$ cat src/rtl/nidp_pkg.sv
package nidp_pkg;
  typedef enum logic [1:0] {
    BUS_CMD  = 2'd0,
    BUS_ADDR = 2'd1,
    BUS_READ = 2'd2
  } bus_op_e;

  localparam logic [7:0] CMD_RESET   = 8'hFF;
  localparam logic [7:0] CMD_READ_ID = 8'h90;
  localparam logic [7:0] ADDR_ID     = 8'h00;

  localparam int unsigned CAPTURES = 4;
  localparam int unsigned CAP_IW   = $clog2(CAPTURES);
endpackage

$ cat src/rtl/nidp_bus_phy.sv
module nidp_bus_phy
  import nidp_pkg::*;
#(
  parameter int unsigned WE_LOW  = 2,
  parameter int unsigned WE_HIGH = 2,
  parameter int unsigned RE_LOW  = 3,
  parameter int unsigned RE_HIGH = 2
) (
  input  logic       clk,
  input  logic       rst_n,
  input  logic       req_i,
  input  bus_op_e    op_i,
  input  logic [7:0] byte_i,
  input  logic [7:0] dq_i,
  output logic       cle_o,
  output logic       ale_o,
  output logic       we_n_o,
  output logic       re_n_o,
  output logic [7:0] dq_o,
  output logic       dq_oe_o,
  output logic       ack_o,
  output logic [7:0] rdata_o
);
  localparam int unsigned MAX_A = (WE_LOW > WE_HIGH) ? WE_LOW : WE_HIGH;
  localparam int unsigned MAX_B = (RE_LOW > RE_HIGH) ? RE_LOW : RE_HIGH;
  localparam int unsigned MAX_W = (MAX_A > MAX_B) ? MAX_A : MAX_B;
  localparam int unsigned CW    = $clog2(MAX_W + 1);

  typedef enum logic [1:0] {PH_IDLE, PH_LOW, PH_HIGH} phase_e;

  phase_e        ph_q, ph_d;
  logic [CW-1:0] cnt_q, cnt_d;
  logic          rd_q, rd_d;
  logic          cle_q, cle_d, ale_q, ale_d, oe_q, oe_d;
  logic          we_n_q, we_n_d, re_n_q, re_n_d, ack_q, ack_d;
  logic [7:0]    dq_q, dq_d, rdat_q, rdat_d;

  always_comb begin
    ph_d   = ph_q;
    cnt_d  = cnt_q;
    rd_d   = rd_q;
    cle_d  = cle_q;
    ale_d  = ale_q;
    oe_d   = oe_q;
    we_n_d = we_n_q;
    re_n_d = re_n_q;
    dq_d   = dq_q;
    rdat_d = rdat_q;
    ack_d  = 1'b0;
    unique case (ph_q)
      PH_IDLE: begin
        if (req_i) begin
          ph_d   = PH_LOW;
          rd_d   = (op_i == BUS_READ);
          cnt_d  = (op_i == BUS_READ) ? CW'(RE_LOW - 1) : CW'(WE_LOW - 1);
          cle_d  = (op_i == BUS_CMD);
          ale_d  = (op_i == BUS_ADDR);
          oe_d   = (op_i != BUS_READ);
          dq_d   = byte_i;
          we_n_d = (op_i == BUS_READ);
          re_n_d = (op_i != BUS_READ);
        end
      end
      PH_LOW: begin
        if (cnt_q == '0) begin
          ph_d   = PH_HIGH;
          cnt_d  = rd_q ? CW'(RE_HIGH - 1) : CW'(WE_HIGH - 1);
          we_n_d = 1'b1;
          re_n_d = 1'b1;
          if (rd_q) rdat_d = dq_i;
        end else begin
          cnt_d = cnt_q - 1'b1;
        end
      end
      PH_HIGH: begin
        if (cnt_q == '0) begin
          ph_d  = PH_IDLE;
          ack_d = 1'b1;
          cle_d = 1'b0;
          ale_d = 1'b0;
          oe_d  = 1'b0;
        end else begin
          cnt_d = cnt_q - 1'b1;
        end
      end
      default: ph_d = PH_IDLE;
    endcase
  end

  always_ff @(posedge clk or negedge rst_n) begin
    if (!rst_n) begin
      ph_q   <= PH_IDLE;
      cnt_q  <= '0;
      rd_q   <= 1'b0;
      cle_q  <= 1'b0;
      ale_q  <= 1'b0;
      oe_q   <= 1'b0;
      we_n_q <= 1'b1;
      re_n_q <= 1'b1;
      dq_q   <= '0;
      rdat_q <= '0;
      ack_q  <= 1'b0;
    end else begin
      ph_q   <= ph_d;
      cnt_q  <= cnt_d;
      rd_q   <= rd_d;
      cle_q  <= cle_d;
      ale_q  <= ale_d;
      oe_q   <= oe_d;
      we_n_q <= we_n_d;
      re_n_q <= re_n_d;
      dq_q   <= dq_d;
      rdat_q <= rdat_d;
      ack_q  <= ack_d;
    end
  end

  assign cle_o   = cle_q;
  assign ale_o   = ale_q;
  assign we_n_o  = we_n_q;
  assign re_n_o  = re_n_q;
  assign dq_o    = dq_q;
  assign dq_oe_o = oe_q;
  assign ack_o   = ack_q;
  assign rdata_o = rdat_q;

  assert_one_strobe_R5: assert property (@(posedge clk) disable iff (!rst_n)
    !(!we_n_q && !re_n_q));
  assert_latch_exclusive_R4: assert property (@(posedge clk) disable iff (!rst_n)
    !(cle_q && ale_q));
  assert_no_drive_on_read_R12: assert property (@(posedge clk) disable iff (!rst_n)
    !re_n_q |-> !oe_q);
  assert_req_when_idle_R4: assert property (@(posedge clk) disable iff (!rst_n)
    req_i |-> (ph_q == PH_IDLE));
endmodule

$ cat src/rtl/nidp_id_store.sv
module nidp_id_store
  import nidp_pkg::*;
(
  input  logic              clk,
  input  logic              rst_n,
  input  logic              clr_i,
  input  logic              wr_i,
  input  logic [CAP_IW-1:0] idx_i,
  input  logic [7:0]        byte_i,
  output logic [7:0]        maker_o,
  output logic [7:0]        device_o,
  output logic              match_o
);
  logic [7:0] slot_q [CAPTURES];

  for (genvar g = 0; g < CAPTURES; g++) begin : g_slot
    logic       en;
    logic [7:0] nxt;
    assign en  = clr_i || (wr_i && (idx_i == CAP_IW'(g)));
    assign nxt = clr_i ? 8'h00 : byte_i;
    always_ff @(posedge clk or negedge rst_n) begin
      if (!rst_n) slot_q[g] <= '0;
      else if (en) slot_q[g] <= nxt;
    end
  end

  assign maker_o  = slot_q[0];
  assign device_o = slot_q[1];
  assign match_o  = (slot_q[0] == slot_q[2]) && (slot_q[1] == slot_q[3]);

  assert_no_clr_wr_R7: assert property (@(posedge clk) disable iff (!rst_n)
    !(clr_i && wr_i));
endmodule

$ cat src/rtl/nidp_seq.sv
module nidp_seq
  import nidp_pkg::*;
#(
  parameter int unsigned TWB        = 4,
  parameter int unsigned RB_TIMEOUT = 2048
) (
  input  logic              clk,
  input  logic              rst_n,
  input  logic              start_i,
  input  logic              rb_n_i,
  input  logic              ack_i,
  input  logic              match_i,
  input  logic [7:0]        maker_i,
  input  logic [7:0]        device_i,
  output logic              req_o,
  output bus_op_e           op_o,
  output logic [7:0]        byte_o,
  output logic              cap_clr_o,
  output logic              cap_wr_o,
  output logic [CAP_IW-1:0] cap_idx_o,
  output logic              ce_n_o,
  output logic              busy_o,
  output logic              done_o,
  output logic              id_ok_o,
  output logic              mismatch_o,
  output logic              timeout_o,
  output logic [7:0]        maker_id_o,
  output logic [7:0]        device_id_o
);
  localparam int unsigned TMAX      = (TWB > RB_TIMEOUT) ? TWB : RB_TIMEOUT;
  localparam int unsigned TW        = $clog2(TMAX + 1);
  localparam int unsigned STEPS     = 9;
  localparam int unsigned SW        = $clog2(STEPS);
  localparam logic [SW-1:0] LAST_ST = SW'(STEPS - 1);
  localparam logic [SW-1:0] SEC_RUN = SW'(5);

  typedef enum logic [2:0] {S_IDLE, S_ISSUE, S_WAIT, S_TWB, S_POLL, S_FIN} st_e;

  st_e           st_q, st_d;
  logic [SW-1:0] step_q, step_d;
  logic [TW-1:0] tmr_q, tmr_d;
  logic [1:0]    rb_sync_q;
  logic          rb_ready;
  logic          ce_n_q, ce_n_d, done_q, done_d;
  logic          ok_q, ok_d, mis_q, mis_d, to_q, to_d;
  logic [7:0]    mk_q, mk_d, dv_q, dv_d;
  logic          step_rd;

  // step decode: 0 reset, then two runs of {cmd, addr, read, read}
  always_comb begin
    op_o    = BUS_CMD;
    byte_o  = CMD_READ_ID;
    step_rd = 1'b0;
    unique case (step_q)
      SW'(0):        byte_o = CMD_RESET;
      SW'(1), SW'(5): byte_o = CMD_READ_ID;
      SW'(2), SW'(6): begin op_o = BUS_ADDR; byte_o = ADDR_ID; end
      default:       begin op_o = BUS_READ; byte_o = 8'h00; step_rd = 1'b1; end
    endcase
  end

  assign cap_idx_o = {step_q > SEC_RUN, (step_q == SW'(4)) || (step_q == SW'(8))};
  assign cap_wr_o  = (st_q == S_WAIT) && ack_i && step_rd;
  assign cap_clr_o = (st_q == S_IDLE) && start_i;
  assign req_o     = (st_q == S_ISSUE);
  assign rb_ready  = rb_sync_q[1];

  always_comb begin
    st_d   = st_q;
    step_d = step_q;
    tmr_d  = tmr_q;
    ce_n_d = ce_n_q;
    done_d = 1'b0;
    ok_d   = ok_q;
    mis_d  = mis_q;
    to_d   = to_q;
    mk_d   = mk_q;
    dv_d   = dv_q;
    unique case (st_q)
      S_IDLE: begin
        if (start_i) begin
          st_d   = S_ISSUE;
          step_d = '0;
          ce_n_d = 1'b0;
          ok_d   = 1'b0;
          mis_d  = 1'b0;
          to_d   = 1'b0;
          mk_d   = '0;
          dv_d   = '0;
        end
      end
      S_ISSUE: st_d = S_WAIT;
      S_WAIT: begin
        if (ack_i) begin
          if (step_q == '0) begin
            st_d  = S_TWB;
            tmr_d = TW'(TWB - 1);
          end else if (step_q == LAST_ST) begin
            st_d = S_FIN;
          end else begin
            st_d   = S_ISSUE;
            step_d = step_q + 1'b1;
          end
        end
      end
      S_TWB: begin
        if (tmr_q == '0) begin
          st_d  = S_POLL;
          tmr_d = TW'(RB_TIMEOUT - 1);
        end else begin
          tmr_d = tmr_q - 1'b1;
        end
      end
      S_POLL: begin
        if (rb_ready) begin
          st_d   = S_ISSUE;
          step_d = SW'(1);
        end else if (tmr_q == '0) begin
          st_d   = S_IDLE;
          ce_n_d = 1'b1;
          done_d = 1'b1;
          to_d   = 1'b1;
        end else begin
          tmr_d = tmr_q - 1'b1;
        end
      end
      S_FIN: begin
        st_d   = S_IDLE;
        ce_n_d = 1'b1;
        done_d = 1'b1;
        ok_d   = match_i;
        mis_d  = !match_i;
        mk_d   = match_i ? maker_i : 8'h00;
        dv_d   = match_i ? device_i : 8'h00;
      end
      default: st_d = S_IDLE;
    endcase
  end

  always_ff @(posedge clk or negedge rst_n) begin
    if (!rst_n) begin
      st_q      <= S_IDLE;
      step_q    <= '0;
      tmr_q     <= '0;
      rb_sync_q <= '0;
      ce_n_q    <= 1'b1;
      done_q    <= 1'b0;
      ok_q      <= 1'b0;
      mis_q     <= 1'b0;
      to_q      <= 1'b0;
      mk_q      <= '0;
      dv_q      <= '0;
    end else begin
      st_q      <= st_d;
      step_q    <= step_d;
      tmr_q     <= tmr_d;
      rb_sync_q <= {rb_sync_q[0], rb_n_i};
      ce_n_q    <= ce_n_d;
      done_q    <= done_d;
      ok_q      <= ok_d;
      mis_q     <= mis_d;
      to_q      <= to_d;
      mk_q      <= mk_d;
      dv_q      <= dv_d;
    end
  end

  assign ce_n_o      = ce_n_q;
  assign busy_o      = (st_q != S_IDLE);
  assign done_o      = done_q;
  assign id_ok_o     = ok_q;
  assign mismatch_o  = mis_q;
  assign timeout_o   = to_q;
  assign maker_id_o  = mk_q;
  assign device_id_o = dv_q;

  assert_done_releases_ce_R10: assert property (@(posedge clk) disable iff (!rst_n)
    done_q |-> ce_n_q);
  assert_done_single_R10: assert property (@(posedge clk) disable iff (!rst_n)
    done_q |=> !done_q);
  assert_ok_excludes_mis_R8: assert property (@(posedge clk) disable iff (!rst_n)
    !(ok_q && mis_q));
  assert_timeout_not_ok_R9: assert property (@(posedge clk) disable iff (!rst_n)
    to_q |-> !ok_q);
  assert_req_with_ce_R2: assert property (@(posedge clk) disable iff (!rst_n)
    req_o |-> !ce_n_q);
  assert_poll_waits_R3: assert property (@(posedge clk) disable iff (!rst_n)
    ((st_q == S_POLL) && !rb_ready) |=> !req_o);
endmodule

$ cat src/rtl/nand_id_probe.sv
module nand_id_probe
  import nidp_pkg::*;
#(
  parameter int unsigned WE_LOW     = 2,
  parameter int unsigned WE_HIGH    = 2,
  parameter int unsigned RE_LOW     = 3,
  parameter int unsigned RE_HIGH    = 2,
  parameter int unsigned TWB        = 4,
  parameter int unsigned RB_TIMEOUT = 2048
) (
  input  logic       clk,
  input  logic       rst_n,
  input  logic       start_i,
  output logic       ce_n_o,
  output logic       cle_o,
  output logic       ale_o,
  output logic       we_n_o,
  output logic       re_n_o,
  output logic [7:0] dq_o,
  output logic       dq_oe_o,
  input  logic [7:0] dq_i,
  input  logic       rb_n_i,
  output logic       busy_o,
  output logic       done_o,
  output logic       id_ok_o,
  output logic       mismatch_o,
  output logic       timeout_o,
  output logic [7:0] maker_id_o,
  output logic [7:0] device_id_o
);
  logic              req, ack, match, cap_clr, cap_wr;
  bus_op_e           op;
  logic [7:0]        op_byte, rdata, cap_mk, cap_dv;
  logic [CAP_IW-1:0] cap_idx;

  nidp_seq #(.TWB(TWB), .RB_TIMEOUT(RB_TIMEOUT)) seq_i (
    .clk(clk), .rst_n(rst_n), .start_i(start_i), .rb_n_i(rb_n_i),
    .ack_i(ack), .match_i(match), .maker_i(cap_mk), .device_i(cap_dv),
    .req_o(req), .op_o(op), .byte_o(op_byte), .cap_clr_o(cap_clr),
    .cap_wr_o(cap_wr), .cap_idx_o(cap_idx), .ce_n_o(ce_n_o),
    .busy_o(busy_o), .done_o(done_o), .id_ok_o(id_ok_o),
    .mismatch_o(mismatch_o), .timeout_o(timeout_o),
    .maker_id_o(maker_id_o), .device_id_o(device_id_o)
  );

  nidp_bus_phy #(.WE_LOW(WE_LOW), .WE_HIGH(WE_HIGH),
                 .RE_LOW(RE_LOW), .RE_HIGH(RE_HIGH)) phy_i (
    .clk(clk), .rst_n(rst_n), .req_i(req), .op_i(op), .byte_i(op_byte),
    .dq_i(dq_i), .cle_o(cle_o), .ale_o(ale_o), .we_n_o(we_n_o),
    .re_n_o(re_n_o), .dq_o(dq_o), .dq_oe_o(dq_oe_o), .ack_o(ack),
    .rdata_o(rdata)
  );

  nidp_id_store store_i (
    .clk(clk), .rst_n(rst_n), .clr_i(cap_clr), .wr_i(cap_wr),
    .idx_i(cap_idx), .byte_i(rdata), .maker_o(cap_mk),
    .device_o(cap_dv), .match_o(match)
  );

  assert_strobe_needs_ce_R4: assert property (@(posedge clk) disable iff (!rst_n)
    (!we_n_o || !re_n_o) |-> !ce_n_o);
  assert_latch_needs_ce_R2: assert property (@(posedge clk) disable iff (!rst_n)
    (cle_o || ale_o) |-> !ce_n_o);
endmodule

$ cat config.mk
export PLATFORM = sky130hd
export DESIGN_NAME = nand_id_probe
export DESIGN_NICKNAME = d
export VERILOG_FILES = /design/src/rtl/nidp_pkg.sv /design/src/rtl/nidp_bus_phy.sv /design/src/rtl/nidp_id_store.sv /design/src/rtl/nidp_seq.sv /design/src/rtl/nand_id_probe.sv
export SDC_FILE = /design/constraint.sdc
export NUM_CORES = 1
export LEC_CHECK = 0
export ABC_CLOCK_PERIOD_IN_PS = 2400
export BUFFER_PORTS_ARGS = -buffer_cell sky130_fd_sc_hd__buf_2
export CORE_MARGIN = 2
export CORE_UTILIZATION = 40
export CTS_CLUSTER_SIZE = 16
export DETAILED_ROUTE_END_ITERATION = 10
export SYNTH_ARGS = -nofsm -noshare
export SYNTH_HDL_FRONTEND = slang
export SYNTH_SLANG_ARGS = --single-unit
$ cat constraint.sdc
create_clock -name clk -period 2.4 [get_ports clk]
set_input_delay 0.48 -clock clk [delete_from_list [all_inputs] [get_ports clk]]
set_output_delay 0.48 -clock clk [all_outputs]
set_load 0.1 [all_outputs]
==> metrics <==
EDFF count, synth=0; Seq/Total Area, Yosys=47.6%; Die Y=116 um; Slew @ Worst Pin=0.781 ns; CTS tree=built; reg-to-reg critical path startpoint=seq_i.tmr_q[0]; Mapped Cells=497; final setup margin=0.145 ns; Yosys top cell by area=dfrtp_1; Crit path required time=2.63 ns; Hold Fails Final Rpt=0; Avg Cell Area, Syn=10.1 sq um; Total Wirelength=11,900 um; Area contributors post-synth=dfrtp_1 46%, mux2i_1 3.4%, ha_1 3.0%; filler cell count=1,174; Post-DP HPWL=8380 um; Yosys cell types=67; largest net degree at the start of global routing=35; asr flop ratio synth=100%; antenna cells=0; gp weighted congestion=0.924; non-filler instance count after layout=721; Vias=3,974; Setup Crit Path Kind=register to register; Core Rows=40; Avg WL per Cell=16.5 um; Area Growth Syn to Fin=16.0%; GRT Total Usage=19.1%; Max transition margin=48.0%; power density relative to cell area=1310 mW/mm^2; status=finished clean; Cell Area, Synth=0.00501 sq mm; #FFs+latches synth=95; layout cell share with drive strength beyond 1=21.3%; most common cell in the netlist=dfrtp_1; crit path capture type=register; Fin Setup TNS=0 ns; Final Cycle Share=94.0%; number of routed nets with antenna violations=0; crit start category=register; core area=0.0121 sq mm; Residual DRC=0; initial drt markers=227; Crit path arrival time=2.48 ns; hold_ws=0.0663 ns; Worst-path clk slew=0.07 ns; min Tclk post-route=2.26 ns; dpl cells=705; pre-CTS setup slack=0.100 ns; unrepaired setup endpoints after global routing=no; Synth top area share=46.0%; number of top-level pins=47; global-route wire length before repair=20,100 um; vias in the first global route=3,973; root buffer cell=clkbuf_16; clock buffer count from CTS=9; number of setup violations in the final report=0; H-tree depth=3; first-pass detailed-route iteration total=4; worst-skew pair later-pin latency=0.36 ns; YS warnings=0; final-report max-slew violation count=0; grt ovf=0; Clock Skews=0.00842 ns; vias per inst=5.51; Pleak=2.73 nW; HP Class=primary input to asynchronous set/reset pin; Post-CTS Setup Repair Bufs=0; maximum clock path buffer count=2; ys flop type=dfrtp_1; FF-to-FF setup slack=0.14 ns; max-cap violations=0; worst-case reg-to-reg path depth=6; Fmax=443 MHz; clk sinks=95; I/O Buffers=46; Die X=116 um; # nets final=572; CP max FO=7; RR Endpoint=seq_i.tmr_q[8]; Post-synth top cells=92 x dfrtp_1, 38 x nand2_1, 36 x inv_1; Net Count, Synth=521; die area=0.0134 sq mm; initial antenna violation count=0; VDD IR max=0.833 mV; initial core utilization=41.3%
[cell usage in the layout, fill, tap and decap left out, drive strengths merged, types with 9 or more instances in the layout]
cell type  netlist  layout
a21oi           23      23
mux2            14      14
nand2           38      38
o21ai           26      26
nand4           10      10
nor3             9       9
buf             14      71
mux2i           17      17
o31ai           17      17
ha              12      12
nand3           15      15
dfrtp           92      92
nor2            32      32
clkbuf          17      10
xor2            15      15
o22a             9       9
inv             36      38
[flip-flops by register name, indices dropped and copies added, names as in the netlist, 3 cells and up]
name / count
phy_i.rdata_o: 8
seq_i.device_id_o: 8
seq_i.maker_id_o: 8
seq_i.st_q: 3
seq_i.step_q: 4
seq_i.tmr_q: 12
store_i.device_o: 8
store_i.maker_o: 8
store_i.slot_q: 16
[layout make-up]
class,instances,area [sq um],share of cell area [%]
Inverter,36,135,2.33
Tap cell,168,210,3.62
Clock inverter,6,68.8,1.19
Clock buffer,10,229,3.94
Timing Repair Buffer,71,433,7.46
Multi-Input combinational cell,335,2350,40.5
Sequential cell,95,2380,41.0
[power by group]
group / internal (mW) / leakage (nW) / switching [mW] / total (mW)
Clock: 0.817 / 0.149 / 0.643 / 1.46
Sequential: 2.02 / 1.24 / 0.427 / 2.44
Combinational: 1.04 / 1.35 / 2.69 / 3.73
Total: 3.87 / 2.73 / 3.76 / 7.63
[metal layers]
layer / wire length, um / track usage (%) / up-vias
li1: - / - / 1905
met1: 5790 / 26.9 / 1946
met2: 5270 / 28.2 / 102
met3: 590 / 3.97 / 21
met4: 248 / 9.05 / 0
met5: 0 / 0 / -
[how the worst max path moves through the flow]
stage                          end  slack (ns)       startpoint
floorplan                   busy_o        0.35    seq_i.st_q[0]
global route        seq_i.tmr_q[6]        0.02   seq_i.tmr_q[0]
finish              seq_i.tmr_q[8]        0.14   seq_i.tmr_q[0]
global placement    seq_i.tmr_q[8]        0.23   seq_i.tmr_q[0]
detailed placement  seq_i.tmr_q[8]        0.10  seq_i.step_q[0]
CTS                 seq_i.tmr_q[8]        0.09  seq_i.step_q[0]
[worst max-delay path, cell delays in order, from the launching register on]
cell     delay (ns)
dfrtp_1        0.42
inv_1          0.10
ha_1           0.16
or3b_2         0.51
nor4_4         0.46
or2_1          0.34
o41ai_1        0.13
[metrics by stage]
stage | power, mW | area (sq um) | util, %
2_1_floorplan | 5.33 | 5010 | -
3_3_place_gp | 6.12 | 5500 | 45.4
3_5_place_dp | 6.19 | 5500 | 45.4
4_1_cts | 7.67 | 5800 | 47.9
5_1_grt | 8.11 | 5810 | 47.9
6_report | 7.63 | 5810 | 47.9
[cells by family (layout without fill, tap and decap cells)]
logic type	Yosys count	after routing	synth area share, %
XOR/XNOR	16	16	2.80
multiplexers	31	31	6.62
AO/OA/AOI/OAI	126	126	17.6
buffers and inverters	67	123	5.80
flip-flops	95	95	47.6
AND/OR/NAND/NOR	150	150	16.6
adder cells (fa/ha/maj)	12	12	3.00
[repair_timing]
item / CTS / global route
endpoints found under the setup margin: 0 / 1
resized for setup: 0 / 1
hold buffers: 0 / 0
Note: power is estimated with default switching activity, not from simulation.
